### src/rtl/tseq_pkg.sv
package tseq_pkg;
   typedef enum logic [2:0] {
      ST_IDLE,
      ST_PICK,
      ST_WSNS,
      ST_WMUX,
      ST_WEN,
      ST_WAIT,
      ST_READ
   } seq_st_t;
endpackage

### src/rtl/tseq_timer.sv
// Round scheduler: prescale of unit * 2^TICK_SHIFT cycles, then ivl base units.
module tseq_timer #(
   parameter int IVL_W      = 10,
   parameter int TICK_SHIFT = 8
) (
   input  logic             clk,
   input  logic             rst_n,
   input  logic [IVL_W-1:0] cfg_unit,
   input  logic [IVL_W-1:0] cfg_ivl,
   output logic             round_go
);
   localparam int PRE_W = IVL_W + TICK_SHIFT;

   logic [PRE_W-1:0] pre_q;
   logic [PRE_W-1:0] lim;
   logic [IVL_W-1:0] rnd_q;
   logic             run;

   assign run = (cfg_unit != '0) && (cfg_ivl != '0);
   assign lim = {cfg_unit, {TICK_SHIFT{1'b0}}} - PRE_W'(1);

   always_ff @(posedge clk or negedge rst_n) begin
      if (!rst_n) begin
         pre_q    <= '0;
         rnd_q    <= '0;
         round_go <= 1'b0;
      end else begin
         round_go <= 1'b0;
         if (!run) begin
            pre_q <= '0;
            rnd_q <= '0;
         end else if (pre_q == lim) begin
            pre_q <= '0;
            if (rnd_q == cfg_ivl - IVL_W'(1)) begin
               rnd_q    <= '0;
               round_go <= 1'b1;
            end else begin
               rnd_q <= rnd_q + IVL_W'(1);
            end
         end else begin
            pre_q <= pre_q + PRE_W'(1);
         end
      end
   end
endmodule

### src/rtl/tseq_extract.sv
// Valid-flag test and voltage field extraction from an ADC data word.
module tseq_extract #(
   parameter int DW    = 32,
   parameter int RES_W = 12,
   parameter int POS_W = 5
) (
   input  logic [DW-1:0]    rdata,
   input  logic [POS_W-1:0] vld_pos,
   input  logic             vld_high,
   input  logic [POS_W-1:0] shift,
   output logic             ready,
   output logic [RES_W-1:0] volt
);
   logic [DW-1:0] shifted;

   assign ready   = (rdata[vld_pos] == vld_high);
   assign shifted = rdata >> shift;
   assign volt    = shifted[RES_W-1:0];
endmodule

### src/rtl/tseq_fsm.sv
// Per-round point walker and single-outstanding bus master.
module tseq_fsm
   import tseq_pkg::*;
#(
   parameter int NPTS   = 4,
   parameter int AW     = 32,
   parameter int DW     = 32,
   parameter int POLL_W = 16,
   parameter int TO_W   = 32,
   parameter int IDX_W  = 3
) (
   input  logic               clk,
   input  logic               rst_n,
   input  logic               round_go,
   input  logic [NPTS-1:0]    cfg_pt_en,
   input  logic [NPTS*DW-1:0] cfg_sel_val,
   input  logic [AW-1:0]      cfg_sns_addr,
   input  logic [AW-1:0]      cfg_mux_addr,
   input  logic [AW-1:0]      cfg_en_addr,
   input  logic [AW-1:0]      cfg_data_addr,
   input  logic [DW-1:0]      cfg_chan_word,
   input  logic               cfg_wr_sns,
   input  logic               cfg_wr_mux,
   input  logic [POLL_W-1:0]  cfg_poll_ivl,
   input  logic [TO_W-1:0]    cfg_timeout,
   input  logic               rd_ready,
   output logic               bus_req,
   output logic               bus_we,
   output logic [AW-1:0]      bus_addr,
   output logic [DW-1:0]      bus_wdata,
   input  logic               bus_ack,
   output logic               cap_stb,
   output logic [IDX_W-1:0]   cap_idx,
   output logic               round_done,
   output logic               poll_timeout
);
   seq_st_t           st_q, st_nx;
   logic [IDX_W-1:0]  idx_q;
   logic [POLL_W-1:0] wcnt_q;
   logic [POLL_W:0]   wnext;
   logic [TO_W-1:0]   tcnt_q;
   logic [DW-1:0]     sel_cur;
   logic              pt_on, idx_end, to_hit;
   logic              launch, idx_clr, idx_inc, wclr, tclr, done_p, tout_p;

   always_comb begin
      sel_cur = '0;
      pt_on   = 1'b0;
      for (int k = 0; k < NPTS; k++) begin
         if (idx_q == IDX_W'(k)) begin
            sel_cur = cfg_sel_val[k*DW +: DW];
            pt_on   = cfg_pt_en[k];
         end
      end
   end

   assign idx_end = (idx_q == IDX_W'(NPTS));
   assign wnext   = {1'b0, wcnt_q} + {{POLL_W{1'b0}}, 1'b1};
   assign to_hit  = (cfg_timeout != '1) && (tcnt_q >= cfg_timeout);
   assign cap_idx = idx_q;

   always_comb begin
      st_nx   = st_q;
      launch  = 1'b0;
      idx_clr = 1'b0;
      idx_inc = 1'b0;
      wclr    = 1'b0;
      tclr    = 1'b0;
      done_p  = 1'b0;
      tout_p  = 1'b0;
      cap_stb = 1'b0;
      unique case (st_q)
         ST_IDLE: if (round_go) begin
            idx_clr = 1'b1;
            st_nx   = ST_PICK;
         end
         ST_PICK: begin
            if (idx_end) begin
               done_p = 1'b1;
               st_nx  = ST_IDLE;
            end else if (pt_on) begin
               launch = 1'b1;
               st_nx  = cfg_wr_sns ? ST_WSNS : (cfg_wr_mux ? ST_WMUX : ST_WEN);
            end else begin
               idx_inc = 1'b1;
            end
         end
         ST_WSNS: if (bus_ack) begin
            launch = 1'b1;
            st_nx  = cfg_wr_mux ? ST_WMUX : ST_WEN;
         end
         ST_WMUX: if (bus_ack) begin
            launch = 1'b1;
            st_nx  = ST_WEN;
         end
         ST_WEN: if (bus_ack) begin
            wclr  = 1'b1;
            tclr  = 1'b1;
            st_nx = ST_WAIT;
         end
         ST_WAIT: if (wnext >= {1'b0, cfg_poll_ivl}) begin
            launch = 1'b1;
            st_nx  = ST_READ;
         end
         ST_READ: if (bus_ack) begin
            if (rd_ready) begin
               cap_stb = 1'b1;
               idx_inc = 1'b1;
               st_nx   = ST_PICK;
            end else if (to_hit) begin
               tout_p  = 1'b1;
               idx_inc = 1'b1;
               st_nx   = ST_PICK;
            end else begin
               wclr  = 1'b1;
               st_nx = ST_WAIT;
            end
         end
         default: st_nx = ST_IDLE;
      endcase
   end

   always_ff @(posedge clk or negedge rst_n) begin
      if (!rst_n) begin
         st_q         <= ST_IDLE;
         idx_q        <= '0;
         wcnt_q       <= '0;
         tcnt_q       <= '0;
         bus_req      <= 1'b0;
         bus_we       <= 1'b0;
         bus_addr     <= '0;
         bus_wdata    <= '0;
         round_done   <= 1'b0;
         poll_timeout <= 1'b0;
      end else begin
         st_q         <= st_nx;
         round_done   <= done_p;
         poll_timeout <= tout_p;
         if (idx_clr)      idx_q <= '0;
         else if (idx_inc) idx_q <= idx_q + IDX_W'(1);
         if (wclr)                 wcnt_q <= '0;
         else if (st_q == ST_WAIT) wcnt_q <= wcnt_q + POLL_W'(1);
         if (tclr) tcnt_q <= '0;
         else if ((st_q == ST_WAIT || st_q == ST_READ) && tcnt_q != '1)
            tcnt_q <= tcnt_q + TO_W'(1);
         if (launch) begin
            bus_req <= 1'b1;
            unique case (st_nx)
               ST_WSNS: begin bus_we <= 1'b1; bus_addr <= cfg_sns_addr;  bus_wdata <= sel_cur;       end
               ST_WMUX: begin bus_we <= 1'b1; bus_addr <= cfg_mux_addr;  bus_wdata <= cfg_chan_word; end
               ST_WEN:  begin bus_we <= 1'b1; bus_addr <= cfg_en_addr;   bus_wdata <= cfg_chan_word; end
               default: begin bus_we <= 1'b0; bus_addr <= cfg_data_addr; bus_wdata <= '0;            end
            endcase
         end else if (bus_ack) begin
            bus_req <= 1'b0;
         end
      end
   end
endmodule

### src/rtl/tsense_bus_sequencer.sv
module tsense_bus_sequencer #(
   parameter int NPTS       = 4,
   parameter int AW         = 32,
   parameter int DW         = 32,
   parameter int RES_W      = 12,
   parameter int IVL_W      = 10,
   parameter int TICK_SHIFT = 8,
   parameter int POLL_W     = 16,
   parameter int TO_W       = 32,
   localparam int POS_W     = $clog2(DW),
   localparam int IDX_W     = $clog2(NPTS + 1)
) (
   input  logic                  clk,
   input  logic                  rst_n,
   input  logic [IVL_W-1:0]      cfg_unit,
   input  logic [IVL_W-1:0]      cfg_round_ivl,
   input  logic [POLL_W-1:0]     cfg_poll_ivl,
   input  logic [TO_W-1:0]       cfg_timeout,
   input  logic [NPTS-1:0]       cfg_pt_en,
   input  logic [NPTS*DW-1:0]    cfg_sel_val,
   input  logic [AW-1:0]         cfg_sns_addr,
   input  logic [AW-1:0]         cfg_mux_addr,
   input  logic [AW-1:0]         cfg_en_addr,
   input  logic [AW-1:0]         cfg_data_addr,
   input  logic [DW-1:0]         cfg_chan_word,
   input  logic                  cfg_wr_sns,
   input  logic                  cfg_wr_mux,
   input  logic [POS_W-1:0]      cfg_vld_pos,
   input  logic                  cfg_vld_high,
   input  logic [POS_W-1:0]      cfg_shift,
   output logic                  bus_req,
   output logic                  bus_we,
   output logic [AW-1:0]         bus_addr,
   output logic [DW-1:0]         bus_wdata,
   input  logic                  bus_ack,
   input  logic [DW-1:0]         bus_rdata,
   output logic [NPTS*RES_W-1:0] res_data,
   output logic [NPTS-1:0]       res_upd,
   output logic                  round_done,
   output logic                  poll_timeout
);
   if (NPTS < 1 || NPTS > 8) begin : g_bad_npts
      $error("NPTS must lie in 1..8");
   end
   if (RES_W > DW) begin : g_bad_resw
      $error("RES_W must not exceed DW");
   end
   if (TICK_SHIFT < 1) begin : g_bad_tick
      $error("TICK_SHIFT must be at least 1");
   end

   logic             round_go;
   logic             rd_ready;
   logic [RES_W-1:0] volt;
   logic             cap_stb;
   logic [IDX_W-1:0] cap_idx;

   tseq_timer #(.IVL_W(IVL_W), .TICK_SHIFT(TICK_SHIFT)) u_timer (
      .clk(clk), .rst_n(rst_n), .cfg_unit(cfg_unit), .cfg_ivl(cfg_round_ivl),
      .round_go(round_go)
   );

   tseq_extract #(.DW(DW), .RES_W(RES_W), .POS_W(POS_W)) u_extract (
      .rdata(bus_rdata), .vld_pos(cfg_vld_pos), .vld_high(cfg_vld_high),
      .shift(cfg_shift), .ready(rd_ready), .volt(volt)
   );

   tseq_fsm #(
      .NPTS(NPTS), .AW(AW), .DW(DW), .POLL_W(POLL_W), .TO_W(TO_W), .IDX_W(IDX_W)
   ) u_fsm (
      .clk(clk), .rst_n(rst_n), .round_go(round_go),
      .cfg_pt_en(cfg_pt_en), .cfg_sel_val(cfg_sel_val),
      .cfg_sns_addr(cfg_sns_addr), .cfg_mux_addr(cfg_mux_addr),
      .cfg_en_addr(cfg_en_addr), .cfg_data_addr(cfg_data_addr),
      .cfg_chan_word(cfg_chan_word), .cfg_wr_sns(cfg_wr_sns), .cfg_wr_mux(cfg_wr_mux),
      .cfg_poll_ivl(cfg_poll_ivl), .cfg_timeout(cfg_timeout), .rd_ready(rd_ready),
      .bus_req(bus_req), .bus_we(bus_we), .bus_addr(bus_addr), .bus_wdata(bus_wdata),
      .bus_ack(bus_ack), .cap_stb(cap_stb), .cap_idx(cap_idx),
      .round_done(round_done), .poll_timeout(poll_timeout)
   );

   for (genvar g = 0; g < NPTS; g++) begin : g_slot
      logic hit;
      assign hit = cap_stb && (cap_idx == IDX_W'(g));
      always_ff @(posedge clk or negedge rst_n) begin
         if (!rst_n) begin
            res_data[g*RES_W +: RES_W] <= '0;
            res_upd[g]                 <= 1'b0;
         end else begin
            res_upd[g] <= hit;
            if (hit) res_data[g*RES_W +: RES_W] <= volt;
         end
      end
   end
endmodule

### config.mk
export PLATFORM = sky130hd
export DESIGN_NAME = tsense_bus_sequencer
export DESIGN_NICKNAME = d
export VERILOG_FILES = /design/src/rtl/tseq_pkg.sv /design/src/rtl/tseq_timer.sv /design/src/rtl/tseq_extract.sv /design/src/rtl/tseq_fsm.sv /design/src/rtl/tsense_bus_sequencer.sv
export SDC_FILE = /design/constraint.sdc
export NUM_CORES = 1
export LEC_CHECK = 0
export BUFFER_PORTS_ARGS = -buffer_cell sky130_fd_sc_hd__buf_2
export CORE_ASPECT_RATIO = 1.1
export CORE_MARGIN = 2
export CORE_UTILIZATION = 30
export CTS_CLUSTER_DIAMETER = 120
export DETAILED_ROUTE_END_ITERATION = 12
export MAX_ROUTING_LAYER = met4
export PLACE_DENSITY = 0.57
export SYNTH_ARGS = -nofsm -noshare
export SYNTH_HDL_FRONTEND = slang
export SYNTH_SLANG_ARGS = --single-unit
### constraint.sdc
create_clock -name clk -period 3.7 [get_ports clk]
set_input_delay 0.185 -clock clk [delete_from_list [all_inputs] [get_ports clk]]
set_output_delay 0.185 -clock clk [all_outputs]
set_load 0.01 [all_outputs]
# ---- After elaboration in Yosys (flattened, before gate mapping)
# Index checks and enable logic that the tools add are counted.
dict set report totals {
  output_inout_bits 120
  memories 0
  ramBits 0
  latchBits 0
  input_bits 408
  mem_bits_ro 0
  word_cells 139
  register_bits 203
}
dict set report classes {
  div 0
  add_sub_neg 8
  reduce_logical 19
  n_eq_ne 19
  mul 0
  magnitude_cmp 3
  bitwise 0
  n_shift 1
  n_mux 68
}
# op count
set ops {}
lappend ops {{32-bit 2-to-1 mux} 6}
lappend ops {{32-bit case mux with 3 select lines} 1}
lappend ops {{32-bit inequality test (second input constant)} 2}
lappend ops {{32-bit case mux with 2 select lines} 1}
lappend ops {{3-bit 2-to-1 mux} 14}
lappend ops {{18-bit 2-to-1 mux} 2}
lappend ops {{1-bit 2-to-1 mux} 34}
lappend ops {{32-bit by 1-bit adder with 32-bit output (second input constant)} 1}
lappend ops {{32-bit >= comparator} 1}
lappend ops {{16-bit 2-to-1 mux} 2}
lappend ops {{32-bit by 5-bit right shift with 12-bit output} 1}
lappend ops {{10-bit 2-to-1 mux} 3}
lappend ops {{3-bit case mux with 7 select lines} 1}
lappend ops {{10-bit nonzero test} 2}
lappend ops {{18-bit by 1-bit adder with 18-bit output (second input constant)} 1}
lappend ops {{18-bit == test} 1}
lappend ops {{3-bit by 2-bit == test with 1-bit output (second input constant)} 6}
lappend ops {{18-bit by 1-bit subtractor with 18-bit output (second input constant)} 1}
lappend ops {{16-bit by 1-bit adder with 17-bit output (second input constant)} 1}
lappend ops {{17-bit by 16-bit >= comparator with 1-bit output} 1}
lappend ops {{16-bit by 1-bit adder with 16-bit output (second input constant)} 1}
lappend ops {{3-bit == test (second input constant)} 5}
lappend ops {{10-bit by 1-bit adder with 10-bit output (second input constant)} 1}
lappend ops {{10-bit == test} 1}
lappend ops {{15 further kinds} 28}

# ---- Longest topological paths before layout
dict set report logic_depth {
  depth_word 11
  depth_mapped 17
  depth_no_buf 15
}

# ---- Hierarchy
# A second synthesis with hierarchy kept.
dict set report unflattened {
  cells_unflattened 1676
  hier_area_um2 14884.3
}
# mod instances cells_each seq_area_each_um2 area_per_inst_um2
set by_module_without_submodules {}
lappend by_module_without_submodules {tseq_fsm 1 1078 3052.9 8768.4}
lappend by_module_without_submodules {tseq_timer 1 266 725.7 2230.9}
lappend by_module_without_submodules {tsense_bus_sequencer 1 109 1301.2 1951.9}
lappend by_module_without_submodules {tseq_extract 1 223 0.0 1933.1}

# ---- Worst setup path before layout
# Ideal clock, no wire load.
dict set report synth_timing {
  path_kind {register to register}
  startpoint {register u_fsm.wcnt_q[0]}
  endpoint {register u_fsm.bus_addr[4]}
  setup_time_ns 0.099
  t_arrival_ns 3.579
  stages_incl_launch_ff 18
  path_slack_ns 0.021
  required_time_ns 3.601
  n_path_buf 2
  period_less_slack_ns 3.679
  path_cell_list {dfrtp_1 -> ha_1 -> nand3_1 -> nor4_1 -> and3_1 -> nand3_1 -> xnor2_1 -> ha_1 -> o21a_1 -> o21a_1 -> o311ai_0 -> nand3_1 -> o31a_1 -> buf_2 -> inv_1 -> clkbuf_1 -> nand2_1 -> a311oi_1}
}
dict set report synth_between {
  elab_chain_len 6
  word_cells_on_any_way 10
  cone_classes {add/sub: 1; order compare: 1; eq/ne: 3; mux: 5}
}
# element line_no
set synth_rtl {}
lappend synth_rtl {{start, declared} tseq_fsm.sv:39} ;# logic [POLL_W-1:0] wcnt_q;
lappend synth_rtl {{start signal, assigned} tseq_fsm.sv:142} ;# else if (st_q == ST_WAIT) wcnt_q <= wcnt_q + POLL_W'(1);
lappend synth_rtl {{16-bit by 1-bit adder with 17-bit output *} tseq_fsm.sv:58} ;# assign wnext = {1'b0, wcnt_q} + {{POLL_W{1'b0}}, 1'b1};
lappend synth_rtl {{17-bit by 16-bit >= comparator with 1-bit output *} tseq_fsm.sv:101} ;# ST_WAIT: if (wnext >= {1'b0, cfg_poll_ivl}) begin
lappend synth_rtl {{3-bit 2-to-1 mux} tseq_fsm.sv:101}
lappend synth_rtl {{3-bit case mux with 7 select lines} tseq_fsm.sv:72} ;# unique case (st_q)
lappend synth_rtl {{3-bit == test or 3-bit by 2-bit == test with 1-bit output (tied branches)} tseq_fsm.sv:148} ;# unique case (st_nx)
lappend synth_rtl {{32-bit case mux with 3 select lines} tseq_fsm.sv:148}
lappend synth_rtl {{end signal, assigned} tseq_fsm.sv:149} ;# ST_WSNS: begin bus_we <= 1'b1; bus_addr <= cfg_sns_addr; bus_wdata <= sel_cur; end
lappend synth_rtl {{end signal, assigned} tseq_fsm.sv:150} ;# ST_WMUX: begin bus_we <= 1'b1; bus_addr <= cfg_mux_addr; bus_wdata <= cfg_chan_word; end
lappend synth_rtl {{end signal, assigned} tseq_fsm.sv:151} ;# ST_WEN: begin bus_we <= 1'b1; bus_addr <= cfg_en_addr; bus_wdata <= cfg_chan_word; end
lappend synth_rtl {{end, declared} tseq_fsm.sv:29} ;# output logic [AW-1:0] bus_addr,
# Every way passes the cells marked *; elsewhere a longest branch is shown, timed or not.
# A chain may end at the register's enable or synchronous reset.

# ---- Worst setup path after layout
dict set report layout_timing {
  startpoint {register u_fsm.wcnt_q[0]}
  endpoint {register u_fsm.bus_addr[21]}
}
# Same word-level chain as after synthesis.

==> impl_results.md <==
* #FFs+latches synth at 203
* CTS Buffer Depth at 3
* Global route overflow at 0
* Clock skew at 0.0307 ns
* Worst setup path class: register to register
* Fin. Hold Viols at 0
* Die area at 50100 um2
* Worst slew pin tran at 0.961 ns
* Vias per std cell at 5.17
* Final ANT Viol Nets at 0
* Fmax at 0.288 GHz
* Min-Delay Path Class: primary input to register
* Setup ws final at 0.225 ns
* Layout cells sized above 1 at 0.317
* Top_reg_cell synth: dfrtp_1
* Hold Crit Start: cfg_wr_sns
* Worst Path Required at 4.14 ns
* Iter 0 DRT Violations at 1018
* Die width at 214 um
* Std-Cell Rows at 84
* DRC Markers at 0
* Critical path launch point type: register
* Total GRT Usage at 0.220
* Sequential power share at 0.299
* Syn Inst Count at around 1600
* Clock sink total at 203
* Cell taking the most area after synthesis: dfrtp_1
* Synth-to-Final Area Change at 45.0%
* CTS tree: yes
* FF-to-FF setup slack at about 0.22 ns
* Number of buffers created by CTS at 27
* Antenna violations before repair at 7
* Largest net degree at the start of global routing at 104
* Vias at ~15000
* Reg2reg end: u_fsm.bus_addr[21]
* IO Count at between 500 and 600
* First-pass GRT wire length at 84300 um
* WL final at 56900 um
* Netlist area before placement at 14500 um2
* Overall die height at 234 um
* CP endpoint kind: register
* Pre-CTS WS at 0.0142 ns
* DRT Pass-1 Iters at 5
* Clock Power Share at 0.242
* Combinational power share at 0.459
* Number of synthesized flops with an enable pin at 0
* P_int at 6.53 mW
* Pwr Total at 10.9 mW
* Top-area cell type share of the netlist area at 0.351
* Rel. slew slack at 0.358
* # nets final at 2778
* Hold Path End: u_fsm.st_q[2]
* Leak at 9.91 nW
* Root Buffer Master: clkbuf_16
* Post-Syn Area per Cell at between 8 and 9 um2
* H-tree levels at 1
* Outcome: complete, no violations
* Crit path time final at 3.48 ns
* Worst R2R Path Depth at 15
* Setup violators final at 0
* Met3 wire length at 3910 um
* Fillers at around 4700
* Core region area at 47700 um2
* Top Metal Used: met4
* Critical Path AT at 3.92 ns
* NetSw at about 4.4 mW
* Post-synth ARST share at 1.00
* R2R Path Start: u_fsm.wcnt_q[0]
* Placer Congestion at about 0.94
* Switching Fraction at 0.402
* CP max FO at 18
* Cell count after placement at approximately 2700
* Starting Density at 0.304
* Fin Setup TNS at 0 ns
* DP Wirelength at 41300 um
* Wl on met1 at about 23000 um
* Worst skew pair latency at ~0.56 ns
* Final slew viol count at 0
* Sequential share of the synthesized area at 0.351
* Period utilization at 0.939
* Netlist cell types at 77
* Finished Layout Cells at 2986
* Peak VDD IR at 239 uV
* Number of port buffers at 527
* Routed wl met2 at ~28000 um
* RSZ-0062 raised after global routing: yes
* Syn nets at 2083
* Hold Path Depth at 4
* Main area contributors after synthesis: dfrtp_1 35%, ha_1 5.2%, mux2i_1 4.8%
* Yosys warnings at 0
* Drt wl/cell at 19.1 um
* Vias in the first global route at 15500
* Clock Pin Slew Worst Setup and Hold Paths at 0.06 ns
* Max cap viols at 0
* Pwr per Cell Area at between 500 and 600 nW/um2
-- power groups by stage --
stage          Clock (mW)  Combinational [mW]  Sequential, mW
5_1_grt              2.85                5.49            3.33
4_1_cts              2.76                4.84            3.25
3_5_place_dp            0                4.66            3.28
3_3_place_gp            0                4.55            3.26
2_1_floorplan           0                2.68            3.37
6_report             2.65                5.01            3.27
-- worst max path at each step --
stage                          from            endpoint  slack (ns)  cells after the start
floorplan           u_fsm.wcnt_q[0]   u_fsm.bus_addr[4]        0.02                     17
global placement    u_fsm.wcnt_q[0]  u_fsm.bus_addr[28]        0.16                     15
global route        u_fsm.wcnt_q[0]  u_fsm.bus_addr[21]       -0.03                     17
detailed placement  u_fsm.wcnt_q[0]  u_fsm.bus_addr[31]        0.01                     15
finish              u_fsm.wcnt_q[0]  u_fsm.bus_addr[21]        0.22                     15
CTS                 u_fsm.wcnt_q[0]  u_fsm.bus_addr[31]        0.05                     15
-- routing by layer --
layer	vias to the layer above	GRT usage
met4	0	0.0890
met3	144	0.0470
met5	-	-
li1	7289	-
met2	610	0.363
met1	7400	0.260
-- logic make-up after synthesis --
| group | share of synthesized area |
|---|---|
| AOI/OAI and AO/OA | 0.164 |
| xor gates and xnor gates | 0.0579 |
| adders and majority gates | 0.0518 |
| buffers and inverters | 0.0491 |
| DFF | 0.351 |
| muxes | 0.133 |
| and+or+nand+nor | 0.193 |
-- layout by cell type (no fill, tap or decap), types with 29 or more instances in the layout --
master         netlist  final
or3_1               41     40
mux2i_1             70     66
nand4_1             30     30
ha_1                60     58
inv_1               74     73
a211oi_1            38     38
dlygate4sd3_1        0    193
nor2_1             161    156
dfrtp_1            203    203
o21ai_0             51     50
a22oi_1             71     71
a21oi_1             83     83
buf_2               16    526
buf_4                6     35
xor2_1              48     48
nand3_1             56     56
nand2_1            154    153
mux2_2              49     49
nor3_1              35     34
clkbuf_16            0     29
xnor2_1             46     46
-- metrics by stage --
| stage | util | cell area, um2 | hold slack (ns) |
|---|---|---|---|
| 2_1_floorplan | - | 14500 | -0.111 |
| 3_3_place_gp | 0.376 | 18000 | 0.267 |
| 3_5_place_dp | 0.376 | 18000 | 0.277 |
| 4_1_cts | 0.435 | 20800 | 0.0375 |
| 5_1_grt | 0.440 | 21000 | 0.0865 |
| 6_report | 0.440 | 21000 | 0.0850 |
-- cells in the mapped netlist (5+ instances only) --
library cell  instances
dfrtp_1             203
nor2b_1              17
and2_1                9
buf_4                 6
nor2_1              161
clkbuf_1             71
o21ai_0              51
inv_1                74
a41oi_1               7
o22ai_1              10
nand2_1             154
a22oi_1              71
nand2b_1             10
or3_1                41
a311oi_1             32
buf_2                16
o21ai_1              11
xor2_1               48
buf_1                 7
nand3_1              56
ha_1                 60
a211oi_1             38
xnor2_1              46
mux4_2               25
a21oi_1              83
nor4_1               10
mux2_1                9
and4_1                9
mux2_2               49
mux2i_1              70
nand4_1              30
o211ai_1              6
nor3b_1               5
and3_1               15
nor3_1               35
-- sequential cells by signal (all words and copies together) (netlist names) --
register	cells
res_data	48
u_fsm.bus_addr	32
u_fsm.bus_wdata	32
u_fsm.tcnt_q	32
u_timer.pre_q	18
u_fsm.wcnt_q	16
u_timer.rnd_q	10
res_upd	4
u_fsm.cap_idx	3
u_fsm.st_q	3
u_fsm.bus_req	1
u_fsm.bus_we	1
u_fsm.poll_timeout	1
u_fsm.round_done	1
u_timer.round_go	1
-- critical path, cell delays in order (launching register included) --
cell      delay [ns]
dfrtp_1         0.37
nand3_1         0.12
or3_4           0.43
nor2_4          0.12
nand4_1         0.20
xnor2_1         0.24
ha_1            0.27
o21a_1          0.19
o21a_1          0.19
o311ai_1        0.11
nand3_1         0.11
o31a_1          0.34
inv_2           0.13
buf_12          0.16
nand2_1         0.08
a311oi_2        0.31
-- timing repair --
action / 4_1_cts / 5_1_grt
endpoints found under the hold margin: 166 / 0
hold buffers: 193 / 0
gates cloned: 0 / 2
gates resized for setup: 1 / 28
pin swaps: 0 / 13
buffers inserted: 0 / 4
setup endpoints to repair: 1 / 47
-- layout make-up --
type / instances / area [um2] / area share
multi-input combinational: 1236 / 8840 / 0.421
clock inverter: 13 / 139 / 0.00661
tap: 645 / 807 / 0.0384
inverter: 75 / 282 / 0.0134
antenna: 10 / 25.0 / 0.00119
timing repair buffer: 767 / 5090 / 0.242
clock buffer: 37 / 753 / 0.0358
sequential: 203 / 5080 / 0.242
Power figures use the tool's default switching activity.
